--- src/rtl/sock_regport_pkg.sv ---
package sock_regport_pkg;

  localparam int REG_W  = 6;
  localparam int SOCK_W = 2;
  localparam int BANK_DEPTH = 1 << REG_W;

  localparam logic [REG_W-1:0] IDX_STATUS = 6'h01;
  localparam logic [REG_W-1:0] IDX_MODE   = 6'h03;
  localparam logic [REG_W-1:0] IDX_CHG    = 6'h04;
  localparam logic [REG_W-1:0] IDX_CHG_EN = 6'h05;
  localparam int MODE_IO_BIT = 5;

  // synchronized card pins, one socket
  typedef struct packed {
    logic ready;
    logic wprot;
    logic det2;
    logic det1;
    logic batt2;
    logic batt1;
  } pins_t;

  // change event bits, bit 3 down to bit 0
  typedef struct packed {
    logic det;
    logic ready;
    logic batt2;
    logic batt1;
  } evt_t;

  function automatic logic [2:0] strap_count(input logic [1:0] strap);
    case (strap)
      2'b00:   strap_count = 3'd2;
      2'b01:   strap_count = 3'd1;
      default: strap_count = 3'd4;
    endcase
  endfunction

endpackage

--- src/rtl/sock_evt_sync.sv ---
module sock_evt_sync
  import sock_regport_pkg::*;
#(
  parameter int SYNC_STAGES = 2
) (
  input  logic  clk,
  input  logic  rst_n,
  input  pins_t pins_i,
  output pins_t pins_o,
  output evt_t  evt_o
);
  localparam int NBITS = $bits(pins_t);
  localparam int SETTLE = SYNC_STAGES + 1;
  localparam int CNT_W = $clog2(SETTLE + 1);

  logic [SYNC_STAGES-1:0][NBITS-1:0] stg_q;
  logic [NBITS-1:0] prev_q;
  logic [CNT_W-1:0] settle_q;
  logic settled;
  pins_t cur, prv;
  logic [NBITS-1:0] flip;

  always_ff @(posedge clk) begin
    if (!rst_n) begin
      stg_q    <= '0;
      prev_q   <= '0;
      settle_q <= '0;
    end else begin
      stg_q[0] <= pins_i;
      for (int k = 1; k < SYNC_STAGES; k++) stg_q[k] <= stg_q[k-1];
      prev_q <= stg_q[SYNC_STAGES-1];
      if (settle_q != CNT_W'(SETTLE)) settle_q <= settle_q + 1'b1;
    end
  end

  assign settled = (settle_q == CNT_W'(SETTLE));
  assign cur  = stg_q[SYNC_STAGES-1];
  assign prv  = prev_q;
  assign flip = cur ^ prv;
  assign pins_o = cur;

  always_comb begin
    evt_o = '0;
    if (settled) begin
      evt_o.batt1 = flip[0];
      evt_o.batt2 = flip[1];
      evt_o.ready = flip[5];
      evt_o.det   = (cur.det1 & cur.det2) ^ (prv.det1 & prv.det2);
    end
  end

  AST_SETTLE_QUIET: assert property (@(posedge clk) disable iff (!rst_n)
    (settle_q < CNT_W'(SETTLE)) |-> (evt_o == '0));

endmodule

--- src/rtl/sock_bank.sv ---
module sock_bank
  import sock_regport_pkg::*;
(
  input  logic             clk,
  input  logic             rst_n,
  input  logic             active,
  input  logic             wr_en,
  input  logic             rd_en,
  input  logic [REG_W-1:0] reg_idx,
  input  logic [7:0]       wdata,
  output logic [7:0]       rdata,
  input  pins_t            pins,
  input  evt_t             evt,
  output logic             irq_req
);
  logic [7:0] mem_q [BANK_DEPTH];
  logic [3:0] chg_q;
  logic [3:0] new_evt;
  logic       io_mode;
  logic       chg_read;

  assign io_mode  = mem_q[IDX_MODE][MODE_IO_BIT];
  assign chg_read = rd_en && (reg_idx == IDX_CHG);

  always_comb begin
    new_evt[0] = evt.batt1;
    new_evt[1] = evt.batt2 & ~io_mode;
    new_evt[2] = evt.ready & ~io_mode;
    new_evt[3] = evt.det;
  end

  always_ff @(posedge clk) begin
    if (!rst_n) begin
      for (int i = 0; i < BANK_DEPTH; i++) mem_q[i] <= '0;
    end else if (wr_en && reg_idx != IDX_STATUS && reg_idx != IDX_CHG) begin
      mem_q[reg_idx] <= wdata;
    end
  end

  always_ff @(posedge clk) begin
    if (!rst_n)        chg_q <= '0;
    else if (!active)  chg_q <= '0;
    else if (chg_read) chg_q <= new_evt;
    else               chg_q <= chg_q | new_evt;
  end

  always_comb begin
    case (reg_idx)
      IDX_STATUS: rdata = {2'b00, pins};
      IDX_CHG:    rdata = {4'b0000, chg_q};
      default:    rdata = mem_q[reg_idx];
    endcase
  end

  assign irq_req = active && |(chg_q & mem_q[IDX_CHG_EN][3:0]);

  AST_CHG_CLEARED: assert property (@(posedge clk) disable iff (!rst_n)
    (active && chg_read && new_evt == '0) |=> (chg_q == '0));
  AST_CHG_STICKY: assert property (@(posedge clk) disable iff (!rst_n)
    (active && !chg_read) |=> ((chg_q & $past(chg_q)) == $past(chg_q)));
  AST_IO_NO_BATT: assert property (@(posedge clk) disable iff (!rst_n)
    (active && io_mode && !chg_read) |=> (chg_q[2:1] == $past(chg_q[2:1])));
  AST_IDLE_QUIET: assert property (@(posedge clk) disable iff (!rst_n)
    (!active) |=> (chg_q == '0));

endmodule

--- src/rtl/sock_regport.sv ---
module sock_regport
  import sock_regport_pkg::*;
#(
  parameter int MAX_SOCK    = 4,
  parameter int SYNC_STAGES = 2
) (
  input  logic                clk,
  input  logic                rst_n,
  input  logic [1:0]          cfg_strap,
  input  logic                host_sel_data,
  input  logic                host_wr,
  input  logic                host_rd,
  input  logic [7:0]          host_wdata,
  output logic [7:0]          host_rdata,
  input  logic [MAX_SOCK-1:0] pin_batt1,
  input  logic [MAX_SOCK-1:0] pin_batt2,
  input  logic [MAX_SOCK-1:0] pin_det1,
  input  logic [MAX_SOCK-1:0] pin_det2,
  input  logic [MAX_SOCK-1:0] pin_wprot,
  input  logic [MAX_SOCK-1:0] pin_ready,
  output logic                irq
);
  localparam int IDX_W = SOCK_W + REG_W;

  logic [IDX_W-1:0]  index_q;
  logic [7:0]        rdata_q;
  logic [SOCK_W-1:0] sock_sel;
  logic [REG_W-1:0]  reg_sel;
  logic [2:0]        live_cnt;
  logic [MAX_SOCK-1:0] live, req;
  logic [7:0]        bank_rd [MAX_SOCK];
  logic [7:0]        data_rd;

  assign sock_sel = index_q[IDX_W-1:REG_W];
  assign reg_sel  = index_q[REG_W-1:0];
  assign live_cnt = strap_count(cfg_strap);

  for (genvar s = 0; s < MAX_SOCK; s++) begin : g_sock
    pins_t raw, syn;
    evt_t  ev;
    logic  hit;
    assign raw  = '{ready: pin_ready[s], wprot: pin_wprot[s], det2: pin_det2[s],
                    det1: pin_det1[s], batt2: pin_batt2[s], batt1: pin_batt1[s]};
    assign live[s] = (3'(s) < live_cnt);
    assign hit  = host_sel_data && (sock_sel == SOCK_W'(s)) && live[s];

    sock_evt_sync #(.SYNC_STAGES(SYNC_STAGES)) sync_i (
      .clk(clk), .rst_n(rst_n), .pins_i(raw), .pins_o(syn), .evt_o(ev));

    sock_bank bank_i (
      .clk(clk), .rst_n(rst_n), .active(live[s]),
      .wr_en(host_wr && hit), .rd_en(host_rd && hit),
      .reg_idx(reg_sel), .wdata(host_wdata), .rdata(bank_rd[s]),
      .pins(syn), .evt(ev), .irq_req(req[s]));
  end

  always_comb begin
    data_rd = '0;
    for (int s = 0; s < MAX_SOCK; s++)
      if (sock_sel == SOCK_W'(s) && live[s]) data_rd = bank_rd[s];
  end

  always_ff @(posedge clk) begin
    if (!rst_n) begin
      index_q <= '0;
      rdata_q <= '0;
    end else begin
      if (host_wr && !host_sel_data) index_q <= host_wdata;
      if (host_rd) rdata_q <= host_sel_data ? data_rd : index_q;
    end
  end

  assign host_rdata = rdata_q;
  assign irq = |req;

  AST_INDEX_HOLD: assert property (@(posedge clk) disable iff (!rst_n)
    !(host_wr && !host_sel_data) |=> $stable(index_q));
  AST_RDATA_HOLD: assert property (@(posedge clk) disable iff (!rst_n)
    !host_rd |=> $stable(host_rdata));
  AST_IRQ_LIVE_ONLY: assert property (@(posedge clk) disable iff (!rst_n)
    ((req & ~live) == '0));

endmodule

--- config.mk ---
export PLATFORM = sky130hd
export DESIGN_NAME = sock_regport
export DESIGN_NICKNAME = d
export VERILOG_FILES = /design/src/rtl/sock_regport_pkg.sv /design/src/rtl/sock_evt_sync.sv /design/src/rtl/sock_bank.sv /design/src/rtl/sock_regport.sv
export SDC_FILE = /design/constraint.sdc
export NUM_CORES = 2
export LEC_CHECK = 0
export BUFFER_PORTS_ARGS = -buffer_cell sky130_fd_sc_hd__buf_2
export CORE_MARGIN = 2
export CORE_UTILIZATION = 52
export CTS_CLUSTER_DIAMETER = 50
export DETAILED_ROUTE_END_ITERATION = 16
export PLACE_DENSITY = 0.81
export SYNTH_ARGS = -nofsm -noshare
export SYNTH_HDL_FRONTEND = slang
export SYNTH_SLANG_ARGS = --single-unit
--- constraint.sdc ---
create_clock -name clk -period 2.8 [get_ports clk]
set_input_delay 0.14 -clock clk [delete_from_list [all_inputs] [get_ports clk]]
set_output_delay 0.14 -clock clk [all_outputs]
set_load 0.02 [all_outputs]
After elaboration in Yosys (flattened, before gate mapping). Memory sizes are Yosys's and may differ from the RTL's. A register that Yosys moved wholly into a read port is not among the register bits. Cells that the tools add are included.

Multiplexer cells: 51. Magnitude comparators: 4. Bitwise operators: 36. Equality and inequality tests: 16. $add $sub $neg: 4. Reduce and logical (&&, ||, !) cells: 53.

Operator list (number): 6-bit 2-to-1 mux (12); 8-bit 2-to-1 mux (9); 8-bit case mux with 2 select lines (4); 1-bit logical AND (37); 4-bit 2-to-1 mux (8); 8-bit OR reduction (4); 6-bit XOR (4); 4-bit OR reduction (5); 1-bit 2-to-1 mux (17); 1-bit AND (16); 4-bit AND (4); 4-bit OR (4); 2-bit equality test, second input constant (6); 2-bit by 1-bit adder with 2-bit output, second input constant (4); 2-bit != test, second input constant (4); 2-bit AND reduction (4); 6-bit by 1-bit equality test with 1-bit output, second input constant (1); 6-bit by 3-bit equality test with 1-bit output, second input constant (1); 1-bit by 3-bit less-than comparator with 1-bit output, first input constant (2); 2-bit by 3-bit less-than comparator with 1-bit output, first input constant (2); 6-bit by 1-bit != test with 1-bit output, second input constant (1); 6-bit by 3-bit != test with 1-bit output, second input constant (1); 3-bit case mux with 2 select lines (1); 2-bit by 1-bit equality test with 1-bit output, second input constant (2); other kinds (4) (11).

Register bits: 112. Memories: 4. Logic and storage cells: 190. RAM bits: 2048. Input port bits: 39.

Memories: g_sock[0].bank_i.mem_q (depth 64, width 8, rd ports 3, clocked after Yosys merged registers in 1, wr ports 64, RTL line sock_bank.sv:16) `logic [7:0] mem_q [BANK_DEPTH];`; g_sock[1].bank_i.mem_q (depth 64, width 8, rd ports 3, clocked after Yosys merged registers in 1, wr ports 64, RTL line sock_bank.sv:16); g_sock[2].bank_i.mem_q (depth 64, width 8, rd ports 3, clocked after Yosys merged registers in 1, wr ports 64, RTL line sock_bank.sv:16); g_sock[3].bank_i.mem_q (depth 64, width 8, rd ports 3, clocked after Yosys merged registers in 1, wr ports 64, RTL line sock_bank.sv:16).

Depth between registers and ports, before layout.
Depth after elaboration: 12. Depth in mapped cells: 13. Gate-level depth less buffers: 10.

Modules after synthesis. From an unflattened synthesis, not the netlist that was laid out.

Cells, all modules: 6677. Area, all modules: 99091.3 sq um.

By module, submodules not included: sock_bank (g_sock[0].bank_i ...) (cells an instance 1590, area each 23915.4 sq um, times used 2); sock_bank (g_sock[2].bank_i ...) (cells an instance 1556, area each 23760.3 sq um, times used 2); sock_evt_sync (cells an instance 58, area each 655.6 sq um, times used 4); sock_regport (cells an instance 153, area each 1117.3 sq um, times used 1).

Least setup slack after synthesis. Ideal clock, no wire load.

Path kind: input port to flip-flop. From: input cfg_strap[0]. To: memory g_sock[2].bank_i.mem_q[13][0], enable pin. Slack: -29 ps. Arrival time: 2445 ps. Cell stages on the path: 7. Cells stage by stage: or2_2 -> ha_1 -> nor3_1 -> nand2_1 -> buf_2 -> clkbuf_1 -> o21ai_0.

RTL lines: from (decl) (RTL line sock_regport.sv:9) `input logic [1:0] cfg_strap,`; to (decl) (RTL line sock_bank.sv:16).

==> run_results.csv <==
group,metric,value,unit
timing,clock_skew,0.06500,ns
global_route,grt_max_degree,132,
floorplanning,core_area,188000,um2
clocking,cts_made_buffers,210,
layout,final_nets,7446,
clocking,cts-root-buf,"clkbuf_16",
layout,ff_latch_area,63800,um2
timing,slew_headroom,25.25,%
worst_setup_path,critPathMaxStageDelay,0.55,ns
yosys,yosysSeqAreaShare,64.72,%
yosys,syn_area,98550,um2
global_route,globalRouteOverflowTotal,0,
floorplanning,pin_count,48,
placed_design,placed_cells,9495,
worst_setup_path,crit_end,"host_rdata[3]",
worst_setup_path,critPathTopFamily,"multiplexers",
routing,drt_iter0_drc,11630,
floorplanning,die_h,439.4,um
routing,vias,66470,
worst_setup_path,critPathBufInv,6,
global_route,grt_pass1_vias,65250,
worst_setup_path,crit_top_cell,"buf_12",
timing,finalHoldViolCount,0,
global_route,grt_pass1_wl,460900,um
clocking,clkLatencyLatePin,0.90,ns
clocking,tritoncts,"done",
worst_setup_path,path_cells,"buf_12 -> buf_12 -> buf_12 -> buf_12 -> buf_12 -> mux4_2 -> mux4_2 -> a22oi_2 -> buf_4 -> nand2_4 -> a21oi_4 -> a21oi_2",
yosys,synth_cell_type_count,63,
worst_setup_path,crit_path_top_delay_cell,"mux4_2",
routing,wirelength,324000,um
routing,viasPerCell,6.589,
placed_design,pre_cts_ws,-0.7799,ns
yosys,synth_area_leaders,"edfxtp_1 (62%), mux4_2 (12%), and2_1 (10%)",
clocking,cts_sinks,2162,
layout,finalInstanceArea,116400,um2
layout,fill_cells,12630,
floorplanning,rows,159,
yosys,synth-main-ff-cell,"edfxtp_1",
yosys,avgSynthCellArea,14.70,um2
worst_setup_path,cp-start-kind,"flop",
yosys,synth_edf_count,2048,
timing,finalCriticalPeriod,3.180,ns
layout,syn2layout_area_growth,18.16,%
routing,drtAntennaViolNets,0,
global_route,antenna_found_initial,25,
floorplanning,initial_core_util,52.42,%
placed_design,portBuffers,47,
power,power.density,615.6,nW/um2
timing,max_freq,0.3145,GHz
placed_design,dpl_cell_area,106800,um2
clocking,cts.reportedPaths.clkPinSlew,0.06,ns
clocking,h-tree-depth,4,
placed_design,hpwl,210700,um
worst_hold_path,hold_path.class,"input pin to flop",
timing,setup_slack,-0.3798,ns
timing,tightest_slew,1.121,ns
yosys,ys_ff_latch,2162,
floorplanning,dieArea,193000,um2
power,vdd_drop_max,0.0005351,V
yosys,async_reset_ff_share,0,%
yosys,yosys.area.top_type_share,62.40,%
timing,finalSetupTns,-2.077,ns
layout,drive_above_1_share,25.29,%
yosys,synth.largest_area_cell,"edfxtp_1",
global_route,track_usage,33.29,%
clocking,cts_buffer_depth,3,
worst_setup_path,cp.required,3.57,ns
worst_setup_path,crit_path_end_kind,"flop",
worst_setup_path,ff2ff_path_depth,12,
flow_run,maxCapViolations,0,
yosys,synthCells,6703,
floorplanning,die_w,439.4,um
worst_setup_path,arrival,3.95,ns
worst_setup_path,path_class,"flop to flop",
layout,layout.cells.non_filler,10090,
layout,multi_input_area,33120,um2
routing,drc_errors,0,
status,violations,"setup timing",
power,leakage,43.95,nW
routing,first_pass_iters,6,
worst_setup_path,r2r_slack,-0.38,ns
timing,rsz0062_at_grt,"yes",
worst_setup_path,path_max_fanout,6,
timing,post-route-period-util,113.6,%
timing,slew_violations,0,
placed_design,gp_congestion,1.057,
worst_setup_path,r2r-end,"host_rdata[3]",
routing,wl_per_cell,32.12,um
yosys,synth_warnings,0,
worst_setup_path,worst-path-stages,12,
timing,setup_viol,28,
status,status,"complete, but fails checks",
==> stage by stage <==
stage | hold WS [ns] | total power (W) | utilization [%]
detailed placement | 0.3505 | 0.04307 | 56.79
finish | 0.2968 | 0.07168 | 61.94
global route | 0.3188 | 0.07289 | 61.93
floorplan | 0.2673 | 0.04017 | -
CTS | 0.2640 | 0.07104 | 61.47
global placement | 0.3516 | 0.04290 | 56.79
==> state kept, by name, summed over array words and instances, names as in the netlist, named ones only <==
name                    cells
g_sock.sync_i.prev_q       20
index_q                     8
g_sock.sync_i.stg_q        24
host_rdata                  8
g_sock.sync_i.pins_o       24
g_sock.bank_i.mem_q      2048
g_sock.sync_i.settle_q      8
g_sock.bank_i.chg_q        16
==> power breakdown <==
| part | leakage, nW | switching (W) | internal (W) |
|---|---|---|---|
| logic | 18.6 | 0.00392 | 0.00243 |
| clock network | 3.30 | 0.0128 | 0.0157 |
| registers | 22.0 | 0.000475 | 0.0364 |
| total | 44.0 | 0.0172 | 0.0545 |
==> placed cells by master, fill, tap and decap left out, drive strengths merged, types with 8 or more instances in the layout <==
cell / instances
o21ai: 227
o22ai: 20
a22o: 9
nand3: 38
a21oi: 61
and3: 494
o221ai: 8
a31oi: 13
o211ai: 8
buf: 922
diode: 13
o2111ai: 11
mux4: 528
clkinvlp: 8
dlygate4sd3: 84
a22oi: 107
clkinv: 91
nand4: 12
nor2: 287
dfxtp: 114
nor3: 28
nand2: 292
and2: 1578
mux2i: 76
nor2b: 14
inv: 32
clkbuf: 264
a221oi: 24
nand2b: 8
edfxtp: 2048
bufinv: 17
xor2: 20
conb: 64
==> per-layer routing <==
| metal | up-vias | global-route usage, % | wire length, um |
|---|---|---|---|
| li1 | 26410 | - | - |
| met1 | 32690 | 41.80 | 103700 |
| met2 | 6005 | 49.06 | 142600 |
| met3 | 1328 | 11.75 | 50950 |
| met4 | 34 | 21.58 | 26320 |
| met5 | - | 0.6700 | 396 |
==> synth_stat cells (all sizes together) (9+ instances only) <==
| cell type | instances |
|---|---|
| a31oi | 13 |
| nand2 | 292 |
| nand3 | 38 |
| nor2 | 287 |
| o22ai | 20 |
| edfxtp | 2048 |
| a221oi | 24 |
| nor2b | 14 |
| clkbuf | 428 |
| mux4 | 528 |
| and2 | 1578 |
| o21ai | 227 |
| buf | 158 |
| inv | 19 |
| a22oi | 107 |
| nor3 | 28 |
| dfxtp | 114 |
| xor2 | 20 |
| nand4 | 12 |
| mux2i | 76 |
| a22o | 9 |
| o2111ai | 11 |
| a21oi | 61 |
| and3 | 494 |
==> what timing repair did <==
item | CTS | global route
hold buffers | 84 | 0
cloned | 7 | 3
hold endpoints to repair | 457 | 0
setup endpoints to repair | 42 | 295
buffers inserted | 54 | 53
pin swaps | 27 | 36
gates resized for setup | 115 | 119
==> worst register-to-register path, cell delays in order, from the launching register on <==
cell and delay, ns:
dfxtp_4 0.39, buf_12 0.17, buf_12 0.14, buf_12 0.11, buf_12 0.14, buf_12 0.13, mux4_2 0.53, mux4_2 0.55
a22oi_2 0.41, buf_4 0.23, nand2_4 0.06, a21oi_4 0.13, a21oi_2 0.07
==> cells by family after synthesis <==
| kind of cell | Yosys count | share of synthesized area, % |
|---|---|---|
| compound gates | 525 | 3.335 |
| xor+xnor | 21 | 0.1866 |
| fa+ha+maj | 5 | 0.06348 |
| buf+inv | 606 | 2.717 |
| flops | 2162 | 64.72 |
| mux | 608 | 12.88 |
| other cells | 1 | 0.003805 |
| simple gates | 2775 | 16.09 |
==> layout make-up <==
type,count,share of cell area (%)
well taps,2495,2.681
clock buffers,261,4.747
repair buffers,1010,8.170
diodes,13,0.02794
multi-input cells,3998,28.44
inverters,20,0.06877
flip-flops and latches,2162,54.79
clock inverters,128,1.077
==> worst min-delay path by stage <==
stage | from | end | slack (ns) | cells after the start
2_1_floorplan | pin_batt1[0] | g_sock[0].sync_i.stg_q[0] | 0.27 | 1
3_3_place_gp | pin_wprot[3] | g_sock[3].sync_i.stg_q[4] | 0.35 | 2
3_5_place_dp | pin_ready[3] | g_sock[3].sync_i.stg_q[5] | 0.35 | 2
4_1_cts | host_wdata[5] | flop | 0.26 | 4
5_1_grt | host_wdata[5] | flop | 0.32 | 4
6_report | host_wdata[5] | flop | 0.30 | 4
No activity file was read; power rests on OpenSTA's default activity.
